<file path="src/rtl/aux_req_seq.sv">
module aux_req_seq #(
  parameter int MAXB = 20,
  parameter int LENW = 5,
  parameter int POLL_US = 1000,
  parameter int RX_US = 400,
  parameter int TRIES = 5,
  parameter int POLLS = 3,
  parameter logic [19:0] KEY_ADDR = 20'h68007
) (
  input  logic                    clk,
  input  logic                    rst_n,
  input  logic                    req_valid,
  output logic                    req_ready,
  input  logic [3:0]              req_cmd,
  input  logic [19:0]             req_addr,
  input  logic [LENW-1:0]         req_len,
  input  logic [8*(MAXB-4)-1:0]   req_wdata,
  output logic                    rsp_valid,
  input  logic                    rsp_ready,
  output logic [2:0]              rsp_status,
  output logic [3:0]              rsp_reply,
  output logic [LENW-1:0]         rsp_count,
  output logic [8*(MAXB-1)-1:0]   rsp_rdata,
  input  logic                    tick_us,
  output logic                    reg_wr,
  output logic                    reg_rd,
  output logic [2:0]              reg_addr,
  output logic [31:0]             reg_wdata,
  input  logic [31:0]             reg_rdata
);
  localparam int NW = MAXB / 4;
  localparam int PAYB = MAXB - 4;
  localparam int IW = $clog2(NW + 1);
  localparam int TW = $clog2((POLL_US > RX_US ? POLL_US : RX_US) + 1);
  localparam int AW = $clog2(TRIES + 1);
  localparam int PW = $clog2(POLLS + 1);
  localparam logic [2:0] ST_OK = 3'd0, ST_BUSY = 3'd1, ST_IO = 3'd2,
                         ST_TMO = 3'd3, ST_BIG = 3'd4, ST_INV = 3'd5;

  typedef enum logic [3:0] {IDLE, CHK, POLL, PWAIT, LOAD, START, WAITB,
                            CLEAR, RWAIT, FIN, UNLOAD, RESP} st_t;
  st_t st;

  logic [3:0]        cmd;
  logic [19:0]       addr;
  logic [LENW-1:0]   len;
  logic [8*PAYB-1:0] pay;
  logic [TW-1:0]     cnt;
  logic [IW-1:0]     idx;
  logic [AW-1:0]     tries;
  logic [PW-1:0]     polls;
  logic [31:0]       stat;
  logic [8*MAXB-1:0] rxb;
  logic [2:0]        status;

  wire [3:0] mcmd   = cmd & 4'b1011;
  wire       is_rd  = (mcmd == 4'd1) || (mcmd == 4'd9);
  wire       ok_cmd = (mcmd == 4'd0) || (mcmd == 4'd1) || (mcmd == 4'd2) ||
                      (mcmd == 4'd8) || (mcmd == 4'd9);
  wire [5:0] len6   = {1'b0, len};
  wire [5:0] txn    = (len == '0) ? 6'd3 : (is_rd ? 6'd4 : len6 + 6'd4);
  wire [5:0] rxexp  = is_rd ? len6 + 6'd1 : 6'd2;
  wire       too_big = (txn > 6'(MAXB)) || (rxexp > 6'(MAXB));
  wire [5:0] nwtx   = (txn + 6'd3) >> 2;
  wire [5:0] rsize  = {1'b0, stat[24:20]};
  wire [5:0] rxn    = (rsize > rxexp) ? rxexp : rsize;
  wire [5:0] nwrx   = (rxn + 6'd3) >> 2;
  wire       key    = (mcmd == 4'd8) && (addr == KEY_ADDR);
  wire       last   = (tries == AW'(TRIES - 1));

  logic [8*PAYB-1:0] pay_r;
  logic [8*MAXB-1:0] txs, txm;
  logic [31:0]       txword;
  for (genvar g = 0; g < PAYB; g++) begin : g_pay
    assign pay_r[8*(PAYB-1-g) +: 8] = pay[8*g +: 8];
  end
  assign txs = {cmd, addr, 8'(len6 - 6'd1), pay_r};
  for (genvar g = 0; g < MAXB; g++) begin : g_msk
    assign txm[8*(MAXB-1-g) +: 8] = (6'(g) < txn) ? txs[8*(MAXB-1-g) +: 8] : 8'h00;
  end
  always_comb begin
    txword = '0;
    for (int k = 0; k < NW; k++)
      if (idx == IW'(k)) txword = txm[32*(NW-1-k) +: 32];
  end

  assign req_ready = (st == IDLE);
  assign rsp_valid = (st == RESP);
  assign reg_rd    = (st == POLL) || (st == WAITB) || (st == UNLOAD);
  assign reg_wr    = (st == LOAD) || (st == START) || (st == CLEAR);
  assign reg_addr  = (st == LOAD || st == UNLOAD) ? 3'(idx) + 3'd1 : 3'd0;
  assign reg_wdata = (st == LOAD)  ? txword :
                     (st == START) ? {4'hF, 3'b000, txn[4:0], key, 19'd0} :
                     (st == CLEAR) ? {1'b0, 3'b111, stat[27:0]} : 32'd0;

  wire [7:0] b1 = rxb[15:8];
  wire [LENW-1:0] wr_cnt = (rxn > 6'd1) ? ((b1 > 8'(len)) ? len : LENW'(b1)) : len;
  wire [LENW-1:0] rd_cnt = LENW'(rxn - 6'd1);
  assign rsp_status = status;
  assign rsp_count  = (status != ST_OK) ? '0 : (is_rd ? rd_cnt : wr_cnt);
  assign rsp_reply  = rxb[7:4];
  assign rsp_rdata  = rxb[8*MAXB-1:8];

  always_ff @(posedge clk or negedge rst_n) begin
    if (!rst_n) begin
      st <= IDLE; cmd <= '0; addr <= '0; len <= '0; pay <= '0; cnt <= '0;
      idx <= '0; tries <= '0; polls <= '0; stat <= '0; rxb <= '0; status <= ST_OK;
    end else begin
      case (st)
        IDLE: if (req_valid) begin
          cmd <= req_cmd; addr <= req_addr; len <= req_len; pay <= req_wdata;
          rxb <= '0; st <= CHK;
        end
        CHK: begin
          polls <= '0;
          if (!ok_cmd) begin status <= ST_INV; st <= RESP; end
          else if (too_big) begin status <= ST_BIG; st <= RESP; end
          else st <= POLL;
        end
        POLL: begin
          cnt <= '0; idx <= '0; tries <= '0;
          if (!reg_rdata[31]) st <= LOAD;
          else if (polls == PW'(POLLS - 1)) begin status <= ST_BUSY; st <= RESP; end
          else begin polls <= polls + 1'b1; st <= PWAIT; end
        end
        PWAIT: if (tick_us) begin
          if (cnt == TW'(POLL_US - 1)) st <= POLL; else cnt <= cnt + 1'b1;
        end
        LOAD: if (6'(idx) == nwtx - 6'd1) st <= START; else idx <= idx + 1'b1;
        START: st <= WAITB;
        WAITB: if (!reg_rdata[31]) begin stat <= reg_rdata; st <= CLEAR; end
        CLEAR: begin
          tries <= tries + 1'b1; idx <= '0; cnt <= '0;
          if (stat[28]) st <= last ? FIN : RWAIT;
          else if (stat[29] || !stat[30]) st <= last ? FIN : LOAD;
          else st <= FIN;
        end
        RWAIT: if (tick_us) begin
          if (cnt == TW'(RX_US - 1)) st <= LOAD; else cnt <= cnt + 1'b1;
        end
        FIN: begin
          idx <= '0; st <= RESP;
          if (!stat[30]) status <= ST_BUSY;
          else if (stat[28]) status <= ST_IO;
          else if (stat[29]) status <= ST_TMO;
          else if (rsize == 6'd0 || rsize > 6'(MAXB)) status <= ST_BUSY;
          else begin status <= ST_OK; st <= UNLOAD; end
        end
        UNLOAD: begin
          for (int k = 0; k < NW; k++)
            if (idx == IW'(k))
              for (int m = 0; m < 4; m++) rxb[8*(4*k+m) +: 8] <= reg_rdata[8*(3-m) +: 8];
          if (6'(idx) == nwrx - 6'd1) st <= RESP; else idx <= idx + 1'b1;
        end
        RESP: if (rsp_ready) st <= IDLE;
        default: st <= IDLE;
      endcase
    end
  end

  logic       touched;
  logic [3:0] nstart;
  logic [3:0] nctlrd;
  always_ff @(posedge clk or negedge rst_n) begin
    if (!rst_n) begin
      touched <= 1'b0; nstart <= '0; nctlrd <= '0;
    end else if (st == IDLE && req_valid) begin
      touched <= 1'b0; nstart <= '0; nctlrd <= '0;
    end else begin
      if (reg_wr || reg_rd) touched <= 1'b1;
      if (reg_wr && reg_addr == 3'd0 && reg_wdata[31]) nstart <= nstart + 1'b1;
      if (reg_rd && reg_addr == 3'd0 && nctlrd != 4'hF) nctlrd <= nctlrd + 1'b1;
    end
  end


  no_touch_on_reject_chk: assert property (@(posedge clk) disable iff (!rst_n)
    rsp_valid && (rsp_status == ST_BIG || rsp_status == ST_INV) |-> !touched);

  attempt_limit_chk: assert property (@(posedge clk) disable iff (!rst_n)
    nstart <= 4'(TRIES));

  busy_poll_count_chk: assert property (@(posedge clk) disable iff (!rst_n)
    rsp_valid && rsp_status == ST_BUSY && nstart == 4'd0 |-> nctlrd == 4'(POLLS));

  rsp_hold_chk: assert property (@(posedge clk) disable iff (!rst_n)
    rsp_valid && !rsp_ready |=> rsp_valid && $stable(rsp_status) && $stable(rsp_count));

  write_count_bound_chk: assert property (@(posedge clk) disable iff (!rst_n)
    rsp_valid && rsp_status == ST_OK && !is_rd |-> rsp_count <= len);

  ready_only_idle_chk: assert property (@(posedge clk) disable iff (!rst_n)
    req_ready |-> !rsp_valid && !reg_wr && !reg_rd);
endmodule

</file>
<file path="config.mk">
export PLATFORM = sky130hd
export DESIGN_NAME = aux_req_seq
export DESIGN_NICKNAME = d
export VERILOG_FILES = /design/src/rtl/aux_req_seq.sv
export SDC_FILE = /design/constraint.sdc
export NUM_CORES = 1
export LEC_CHECK = 0
export BUFFER_PORTS_ARGS = -buffer_cell sky130_fd_sc_hd__buf_2
export CAP_MARGIN = 10
export CORE_MARGIN = 1.5
export CORE_UTILIZATION = 40
export DETAILED_ROUTE_END_ITERATION = 6
export MAX_ROUTING_LAYER = met4
export PLACE_DENSITY = 0.61
export SETUP_SLACK_MARGIN = 0.5
export SKIP_CTS_REPAIR_TIMING = 1
export SLEW_MARGIN = 0
export SYNTH_ARGS = -nofsm -noshare
export SYNTH_HDL_FRONTEND = slang
export SYNTH_SLANG_ARGS = --single-unit
</file>
<file path="constraint.sdc">
create_clock -name clk -period 4.3 [get_ports clk]
set_clock_uncertainty 0.05 [all_clocks]
set_input_delay 0.645 -clock clk [delete_from_list [all_inputs] [get_ports clk]]
set_output_delay 0.645 -clock clk [all_outputs]
set_load 0.02 [all_outputs]
</file>
## Word level (Yosys, flattened, before mapping)

Cells that the tools add are included.
W data, S select, Z words.

- Register bits: 373
- Bits of input ports: 194
- Word-level logic and storage cells: 231

- $add $sub $neg: 12
- Magnitude comparators: 26
- Equal/unequal tests: 48
- Mux-type cells: 87
- Bitwise logic cells: 1
- Reductions and logical operators: 41

Operators with widths:

| kind | number |
|---|---|
| $mux W32 | 12 |
| $pmux W160 S2 | 1 |
| $mux W160 | 1 |
| $mux W8 | 20 |
| $mux W4 | 16 |
| $lt A4 B6 Y1 const A | 8 |
| $pmux W4 S12 | 1 |
| $mux W10 | 4 |
| $mux W31 | 1 |
| $pmux W10 S3 | 1 |
| $lt A3 B6 Y1 const A | 4 |
| $lt A5 B6 Y1 const A | 4 |
| $mux W6 | 4 |
| $ne A2 B2 Y1 const B | 12 |
| $mux W3 | 7 |
| $reduce_and A3 Y1 | 7 |
| $eq A20 B19 Y1 const B | 1 |
| $mux W5 | 4 |
| $ne A2 B1 Y1 const B | 9 |
| $pmux W3 S3 | 2 |
| $eq A4 B3 Y1 const B | 4 |
| $eq A4 B4 Y1 const B | 4 |
| $logic_or A1 B1 Y1 | 13 |
| $add A6 B2 Y6 const B | 2 |
| 44 further kinds | 73 |

## Longest topological paths before layout

Gate-level depths: netlist (run 1).

- Depth after elaboration: 12
- Mapped depth: 17

## Worst setup path before layout (run 1)

Ideal clock, no wire load.

- Path kind: reg2out
- Start point: register cmd[0]
- End point: output port rsp_count[2]
- Arrival time: 3.711 ns
- Data required time: 3.605 ns
- Path slack: -0.106 ns
- Cell stages (with the launch flop): 17
- Buffers on the path: 4
- Cell sequence: dfrtp_1 > nor2b_1 > clkbuf_1 > clkbuf_1 > nand2_1 > ha_1 > nand3_1 > o21bai_1 > a31oi_1 > buf_4 > buf_2 > o21ai_0 > ha_1 > a311oi_1 > o21ai_2 > mux2i_1 > a211oi_1

- Word-level cells in the longest chain between the ends: 9
- Elaborated cells on any way between the ends: 11
- Those cells by class: add/sub: 1; order compare: 2; eq/ne: 2; mux: 5; reduce/logical: 1

RTL lines:

| element | line | RTL |
|---|---|---|
| from (decl) | 44 | `logic [3:0] cmd;` |
| from (signal assigned) | 111 | `cmd <= req_cmd; addr <= req_addr; len <= req_len; pay <= req_wdata;` |
| $eq A3 B1 Y1 or $eq A3 B3 Y1 (tied branches) | 57 | `wire is_rd = (mcmd == 4'd1) \|\| (mcmd == 4'd9);` |
| $logic_or A1 B1 Y1 (*) | 57 |  |
| $mux W6 | 62 | `wire [5:0] rxexp = is_rd ? len6 + 6'd1 : 6'd2;` |
| $gt A5 B6 Y1 | 66 | `wire [5:0] rxn = (rsize > rxexp) ? rxexp : rsize;` |
| $mux W6 | 66 |  |
| $gt A6 B1 Y1 | 97 | `wire [LENW-1:0] wr_cnt = (rxn > 6'd1) ? ((b1 > 8'(len)) ? len : LENW'(b1)) : len;` |
| $mux W5 | 97 |  |
| $mux W5 (*) (2 in series) | 100 | `assign rsp_count = (status != ST_OK) ? '0 : (is_rd ? rd_cnt : wr_cnt);` |
| to (decl) | 22 | `output logic [LENW-1:0] rsp_count,` |

Every way passes the cells marked *; elsewhere a longest branch is shown, timed or not.

## Final worst setup path (run 1)

- Start point: register len[2]
- End point: output port rsp_count[3]

- Word-level cells in the longest chain between the ends: 8
- Elaborated cells on any way between the ends: 11
- Those cells by class: add/sub: 2; order compare: 3; mux: 6

RTL lines:

| element | line | RTL |
|---|---|---|
| from (decl) | 46 | `logic [LENW-1:0] len;` |
| from (signal assigned) | 111 |  |
| $add A5 B1 Y6 | 62 |  |
| $mux W6 | 62 |  |
| $gt A5 B6 Y1 | 66 |  |
| $mux W6 | 66 |  |
| $gt A6 B1 Y1 | 97 |  |
| $mux W5 | 97 |  |
| $mux W5 (*) (2 in series) | 100 |  |

Marked as above.

==> flow_summary_export.csv, run 1 <==
group,metric,value,unit
setup_path,path_buf_inv,2,
yosys,yosysWarnings,0,
yosys,syn_area_per_cell,10.6,um2
setup_path,rrSetupSlack,0.63,ns
route,finalWirelength,58700,um
global_route,grt_pass1_vias,14063,
setup_path,r2r_end,"st[0]",
die,rows,75,
power_and_ir_drop,p_int,5.91,mW
sta,rsz0062_at_grt,"yes",
yosys,yosysSeqAreaShare,0.539,
clock_network,root_buffer,"clkbuf_16",
setup_path,crit_chain,"buf_6 -> and3_4 -> mux2i_4 -> ha_4 -> nand3_2 -> o21bai_4 -> a31oi_4 -> o21ai_2 -> ha_2 -> a311oi_4 -> o21ai_4 -> mux2i_2 -> a211oi_2 -> buf_4",
sta,worstMarginPinSlew,0.926,ns
setup_path,ff2ff_path_depth,19,
setup_path,cp_max_fo,5,
clock_network,clockBufferDepth,3,
setup_path,path_class,"flop to output port",
layout,finalNetCount,2287,
place,place_congestion,0.889,
yosys,synthFlopType,"dfrtp_1",
die,io_pins,397,
sta,finalCriticalPeriod,4.51,ns
global_route,grt_usage,0.265,
sta,finalCritPeriodShare,1.05,
flow_run,maxCapViolCount,0,
yosys,ys_types,80,
layout,final_util,0.552,
global_route,grt_pass1_wl,86300,um
power_and_ir_drop,power_per_cell_area,333,mW/mm2
yosys,syn_inst,1612,
route,vias_per_cell,5.46,
clock_network,clk_pin_slew,0.06,ns
route,remaining_drc_errors,0,
power_and_ir_drop,switching_share,0.237,
die,coreArea,0.0421,mm2
global_route,grt-ovfl-total,0,
sta,setup_violations,5,
layout,syn_to_final_growth,35.6,%
global_route,antenna_found_initial,15,
setup_path,worst_path_max_delay_cell,"dfrtp_2",
power_and_ir_drop,p_leak,11.2,nW
layout,stdcell_area,0.0232,mm2
die,dieArea,0.0441,mm2
setup_path,r2r-start,"len[3]",
power_and_ir_drop,clockPowerShare,0.478,
yosys,synth-seq-cells,369,
route,drtAntennaViolNets,0,
clock_network,ctsHtreeMaxLevel,2,
setup_path,crit_family,"compound AO/OA/AOI/OAI gates",
route,drtPass1Iterations,4,
route,vias,14492,
run_status,status,"finished, violations left",
setup_path,endpoint_kind,"output port",
sta,tns,-0.644,ns
sta,slew_headroom,0.383,
power_and_ir_drop,seqPwrFrac,0.464,
place,port_buffers,396,
yosys,synth_area,0.0171,mm2
route,drtIter0Drc,1222,
hold_path,hold_class,"input pin to async pin",
die,die_y,210,um
clock_network,cts_sinks,369,
power_and_ir_drop,vdd_drop_max,259,uV
die,die_w,210,um
place,place_hpwl,42700,um
clock_network,clkLatencyLatePin,0.58,ns
sta,hold_viol_final,0,
setup_path,critPathArrivalTime,3.81,ns
setup_path,slowest_delay,0.44,ns
sta,max_freq,222,MHz
yosys,synth_nets,1831,
run_status,violations,"setup timing",
die,start_util,0.407,
place,placed_cell_area,0.0202,mm2
setup_path,crit_path_start_kind,"flop",
clock_network,cts_made_buffers,42,
place,place_ws,0.180,ns
global_route,grt_start_max_net_pins,106,
power_and_ir_drop,switching_power,1.83,mW
sta,final-max-slew-violation-count,0,
layout,drive_above_1_share,0.444,
yosys,async_flop_share,1.00,
yosys,synth_edf_count,0,
setup_path,crit_required,3.61,ns
sta,post-route-worst-setup-slack,-0.208,ns
power_and_ir_drop,p_comb_frac,0.058,
route,routedWlPerCell,22.1,um
clock_network,cts_tree,"yes",
[cell families (layout without fill, tap and decap cells)]
family	count (synthesis)	count (layout)	synth area share
AND/OR/NAND/NOR	439	441	0.115
adder cells (fa/ha/maj)	25	25	0.0183
AO/OA/AOI/OAI	440	440	0.161
buffers and inverters	121	606	0.0275
flip-flops	369	369	0.539
other	0	15	0
XOR/XNOR	23	23	0.0118
multiplexers	195	195	0.128
[placed cells by master, fill, tap and decap left out, types with 7 or more instances in the layout]
master       n
mux2_2     183
nor2b_1     10
o31ai_1      8
xnor2_1     11
a221oi_4     9
clkbuf_1    12
nand3_1     13
a21oi_4      9
nor2_1      55
xor2_1      10
clkbuf_16   42
a221oi_2    10
a221o_1     12
mux2i_1      7
inv_1       16
dfrtp_1    364
nor3_1      12
nand2b_1     7
ha_1        15
a21oi_2      8
diode_2     15
buf_12      11
o21ai_2      9
buf_2      361
buf_4      100
a221oi_1     8
a21oi_1     54
a211oi_2    19
a31oi_1      7
nand2_1    256
o21ai_0    181
clkbuf_8     9
o21ai_1     11
a22oi_2     13
buf_6       36
[metal layers]
layer  part of all wire  global-route usage
met1               0.45               0.364
met2               0.45               0.391
met3              0.072              0.0614
met4              0.027              0.0767
met5                  0                   -
[metrics by stage]
stage / total power [mW] / std cells / hold WS (ns)
CTS: 7.83 / 2584 / 0.102
global route: 8.03 / 2653 / 0.108
floorplan: 3.81 / 1612 / 0.299
detailed placement: 4.11 / 2509 / 0.415
finish: 7.75 / 2653 / 0.0666
global placement: 4.10 / 2509 / 0.405
[worst max-delay path by stage]
stage                     slack, ns  startpoint  depth (start not counted)            end
after floorplan                0.45      len[0]                         15   rsp_count[2]
after CTS                     -0.45      len[2]                         12  reg_wdata[21]
after global routing          -0.35      len[1]                         15   rsp_count[3]
final                         -0.21      len[2]                         14   rsp_count[3]
after global placement         0.20      len[3]                         12  reg_wdata[16]
after detailed placement       0.18      len[3]                         12  reg_wdata[16]
[Yosys cell counts (all sizes together) (3+ instances only)]
cell type	n	area, um2
a21o	4	30.0
a31oi	11	68.8
o22ai	4	25.0
and3	8	50.1
nand2	264	991
nand2b	8	50.1
a22o	6	52.6
o31ai	14	105
o221ai	3	26.3
inv	20	75.1
dfrtp	369	9230
clkbuf	77	289
ha	25	313
xnor2	12	105
o21a	6	45.0
mux2i	10	104
a211o	3	26.3
a21boi	3	22.5
o21ai	203	1020
or3	5	31.3
a221oi	27	236
nor2	63	236
o211ai	5	42.5
a221o	12	120
a222oi	4	40.0
nand3	16	80.1
a32o	3	30.0
buf	23	104
mux2	185	2080
a211oi	23	173
a2111oi	4	41.3
nor4b	8	91.3
a32oi	3	33.8
nor4	7	50.1
xor2	11	96.3
nor2b	13	81.3
and2	8	50.1
nand4	6	37.5
a21oi	71	355
nor3	16	80.1
a22oi	16	120
nand3b	3	22.5
[cell type report]
class                   instances  area [um2]
diodes                         15        37.5
inverters                      21        90.1
flip-flops and latches        369        9240
clock buffers                  63        1220
fillers                      3765       18900
clock inverters                12         210
well taps                     539         674
multi-input cells            1124        8560
repair buffers                510        3210
[worst register-to-register path, cell delays in order, from the launching register on]
cell and delay (ns):
dfrtp_2 0.41, buf_12 0.12, buf_12 0.10, clkinvlp_4 0.11, ha_4 0.20, and3b_2 0.25, buf_4 0.15, buf_4 0.13
nor4_4 0.30, ha_1 0.29, xor2_1 0.12, o21ai_0 0.10, a21oi_1 0.15, nand4_1 0.11, o31ai_2 0.21, buf_4 0.16
nor4b_4 0.17, buf_4 0.18, nor2_1 0.04, a221oi_1 0.21
[flip-flops by register name, summed over array words and instances, names as in the netlist]
name / flops
rsp_status: 3
polls: 2
st: 4
idx: 3
len: 5
cnt: 10
pay: 128
cmd: 4
stat: 31
tries: 3
addr: 20
rxb: 156
[power by group through the flow]
stage          registers (mW)  clock network (mW)  logic [mW]
6_report                 3.59                3.71       0.449
2_1_floorplan            3.74                   0      0.0646
3_3_place_gp             3.65                   0       0.451
3_5_place_dp             3.66                   0       0.455
4_1_cts                  3.59                3.79       0.456
5_1_grt                  3.60                3.93       0.494
Power figures use the tool's default switching activity.
==> run 2: changes to the inputs <==
Settings changed: REMOVE_ABC_BUFFERS from default to 1.
==> flow_summary_export.csv, run 2 (same netlist as run 1, synthesis figures left out) <==
group,metric,value,unit
setup_path,crit_required,3.61,ns
route,finalWirelength,56600,um
route,drtIter0Drc,1234,
setup_path,worst_path_max_delay_cell,"dfrtp_1",
sta,max_freq,220,MHz
route,drtAntennaViolNets,0,
global_route,use_met3,0.0635,
global_route,grtUsageMet2,0.384,
clock_network,ctsHtreeMaxLevel,2,
die,io_pins,397,
hold_path,hold_class,"input pin to async pin",
route,drtPass1Iterations,5,
setup_path,critPathArrivalTime,3.86,ns
place,place_congestion,0.885,
global_route,antenna_found_initial,18,
setup_path,crit_path_start_kind,"flop",
route,routedWlPerCell,21.6,um
place,place_ws,0.00426,ns
setup_path,path_class,"flop to output port",
layout,finalNetCount,2257,
global_route,grt_start_max_net_pins,125,
global_route,grt-ovfl-total,0,
global_route,grt_busiest_layer,"met2",
sta,worstMarginPinSlew,0.923,ns
setup_path,rrSetupSlack,0.69,ns
layout,largest_register_ff_count,156,
flow_run,maxCapViolCount,0,
die,dieArea,0.0441,mm2
layout,final_common_cell,"buf_2",
route,remaining_drc_errors,0,
global_route,grt_usage,0.257,
setup_path,slowest_delay,0.38,ns
global_route,grt_pass1_vias,13958,
place,place_hpwl,40600,um
power_and_ir_drop,power_per_cell_area,347,mW/mm2
die,start_util,0.407,
layout,final_cell_mix,"buf_2 (388), dfrtp_1 (366), nand2_1 (260)",
setup_path,path_buf_inv,4,
sta,finalCriticalPeriod,4.55,ns
layout,stdcell_area,0.0221,mm2
die,die_w,210,um
die,die_y,210,um
die,coreArea,0.0421,mm2
run_status,violations,"setup timing",
clock_network,cts_tree,"yes",
die,rows,75,
setup_path,crit_family,"compound AO/OA/AOI/OAI gates",
clock_network,clockBufferDepth,3,
sta,final-max-slew-violation-count,0,
run_status,status,"finished, violations left",
route,vias_per_cell,5.48,
sta,slew_headroom,0.385,
setup_path,endpoint_kind,"output port",
global_route,grt_pass1_wl,84200,um
layout,largest_registers,"rxb (156), pay (128), stat (31)",
sta,setup_violations,8,
place,placed_cell_area,0.0201,mm2
global_route,grtUsageMet1,0.348,
setup_path,crit_chain,"buf_6 -> ha_4 -> nand2_4 -> xnor2_2 -> nand2_2 -> ha_4 -> nand3_4 -> o21bai_4 -> a31oi_4 -> buf_4 -> o21ai_2 -> ha_2 -> a311oi_2 -> o21ai_2 -> buf_4 -> mux2i_1 -> a21boi_1 -> buf_4",
layout,fillers,3862,
clock_network,clk_pin_slew,0.06,ns
setup_path,cp_max_fo,6,
clock_network,clkLatencyLatePin,0.58,ns
clock_network,cts_sinks,369,
clock_network,root_buffer,"clkbuf_16",
clock_network,cts_made_buffers,41,
sta,rsz0062_at_grt,"yes",
sta,hold_viol_final,0,
power_and_ir_drop,vdd_drop_max,314,uV
place,port_buffers,396,
layout,top_register,"rxb",
layout,syn_to_final_growth,28.9,%
power_and_ir_drop,p_leak,10.9,nW
sta,finalCritPeriodShare,1.06,
setup_path,crit_top_cell,"buf_4",
sta,post-route-worst-setup-slack,-0.253,ns
layout,drive_above_1_share,0.397,
route,vias,14356,
[run 2: worst paths after layout]
kind | start | end | cells after the start
worst max-delay path | len[1] | rsp_count[0] | 18
worst min-delay path | rst_n | pay[39] | 1
worst max register to register | len[3] | st[2] | 16
worst min register to register | rxb[130] | rxb[130] | 2
max in group asynchronous | rst_n | rxb[75] | 2
min in group clk | req_wdata[92] | pay[92] | 2
[run 2: stage by stage]
| step | util | hold slack [ns] | total power, mW | cells | setup TNS (ns) |
|---|---|---|---|---|---|
| floorplan | - | 0.299 | 3.81 | 1512 | -886.44 |
| global placement | 0.477 | 0.406 | 4.09 | 2521 | 0 |
| detailed placement | 0.477 | 0.415 | 4.10 | 2521 | 0 |
| CTS | 0.510 | 0.139 | 7.75 | 2592 | -7.96 |
| global route | 0.524 | 0.176 | 7.92 | 2620 | -2.80 |
| finish | 0.524 | 0.108 | 7.66 | 2620 | -0.689 |
[run 2: routing by layer]
metal  share of wire  routed length (um)
met5               0                   0
met2            0.46               26000
met1            0.45               25300
met4           0.025                1440
met3           0.069                3920
[run 2: worst register-to-register path, delay by kind of cell, from the launching register on]
kind / cells / cell delay (ns)
flip-flops: 1 / 0.39
AO/OA/AOI/OAI: 5 / 0.71
adder cells (fa/ha/maj): 2 / 0.52
buffers and inverters: 4 / 0.82
XOR/XNOR: 1 / 0.13
AND/OR/NAND/NOR: 4 / 0.87
[run 2: layout make-up]
| type | count | area (um2) | share of cell area |
|---|---|---|---|
| Clock buffer | 51 | 1140 | 0.0518 |
| Clock inverter | 20 | 235 | 0.0106 |
| Multi-Input combinational cell | 1122 | 7920 | 0.359 |
| Antenna cell | 15 | 37.5 | 0.00170 |
| Timing Repair Buffer | 483 | 2750 | 0.124 |
| Tap cell | 539 | 674 | 0.0305 |
| Inverter | 21 | 90.1 | 0.00408 |
| Sequential cell | 369 | 9240 | 0.418 |
[run 2: where the power goes]
group	internal [mW]	leakage [nW]	switching, mW	total, mW
Clock	2.14	0.685	1.49	3.63
Combinational	0.151	5.44	0.292	0.443
Sequential	3.55	4.75	0.0407	3.59
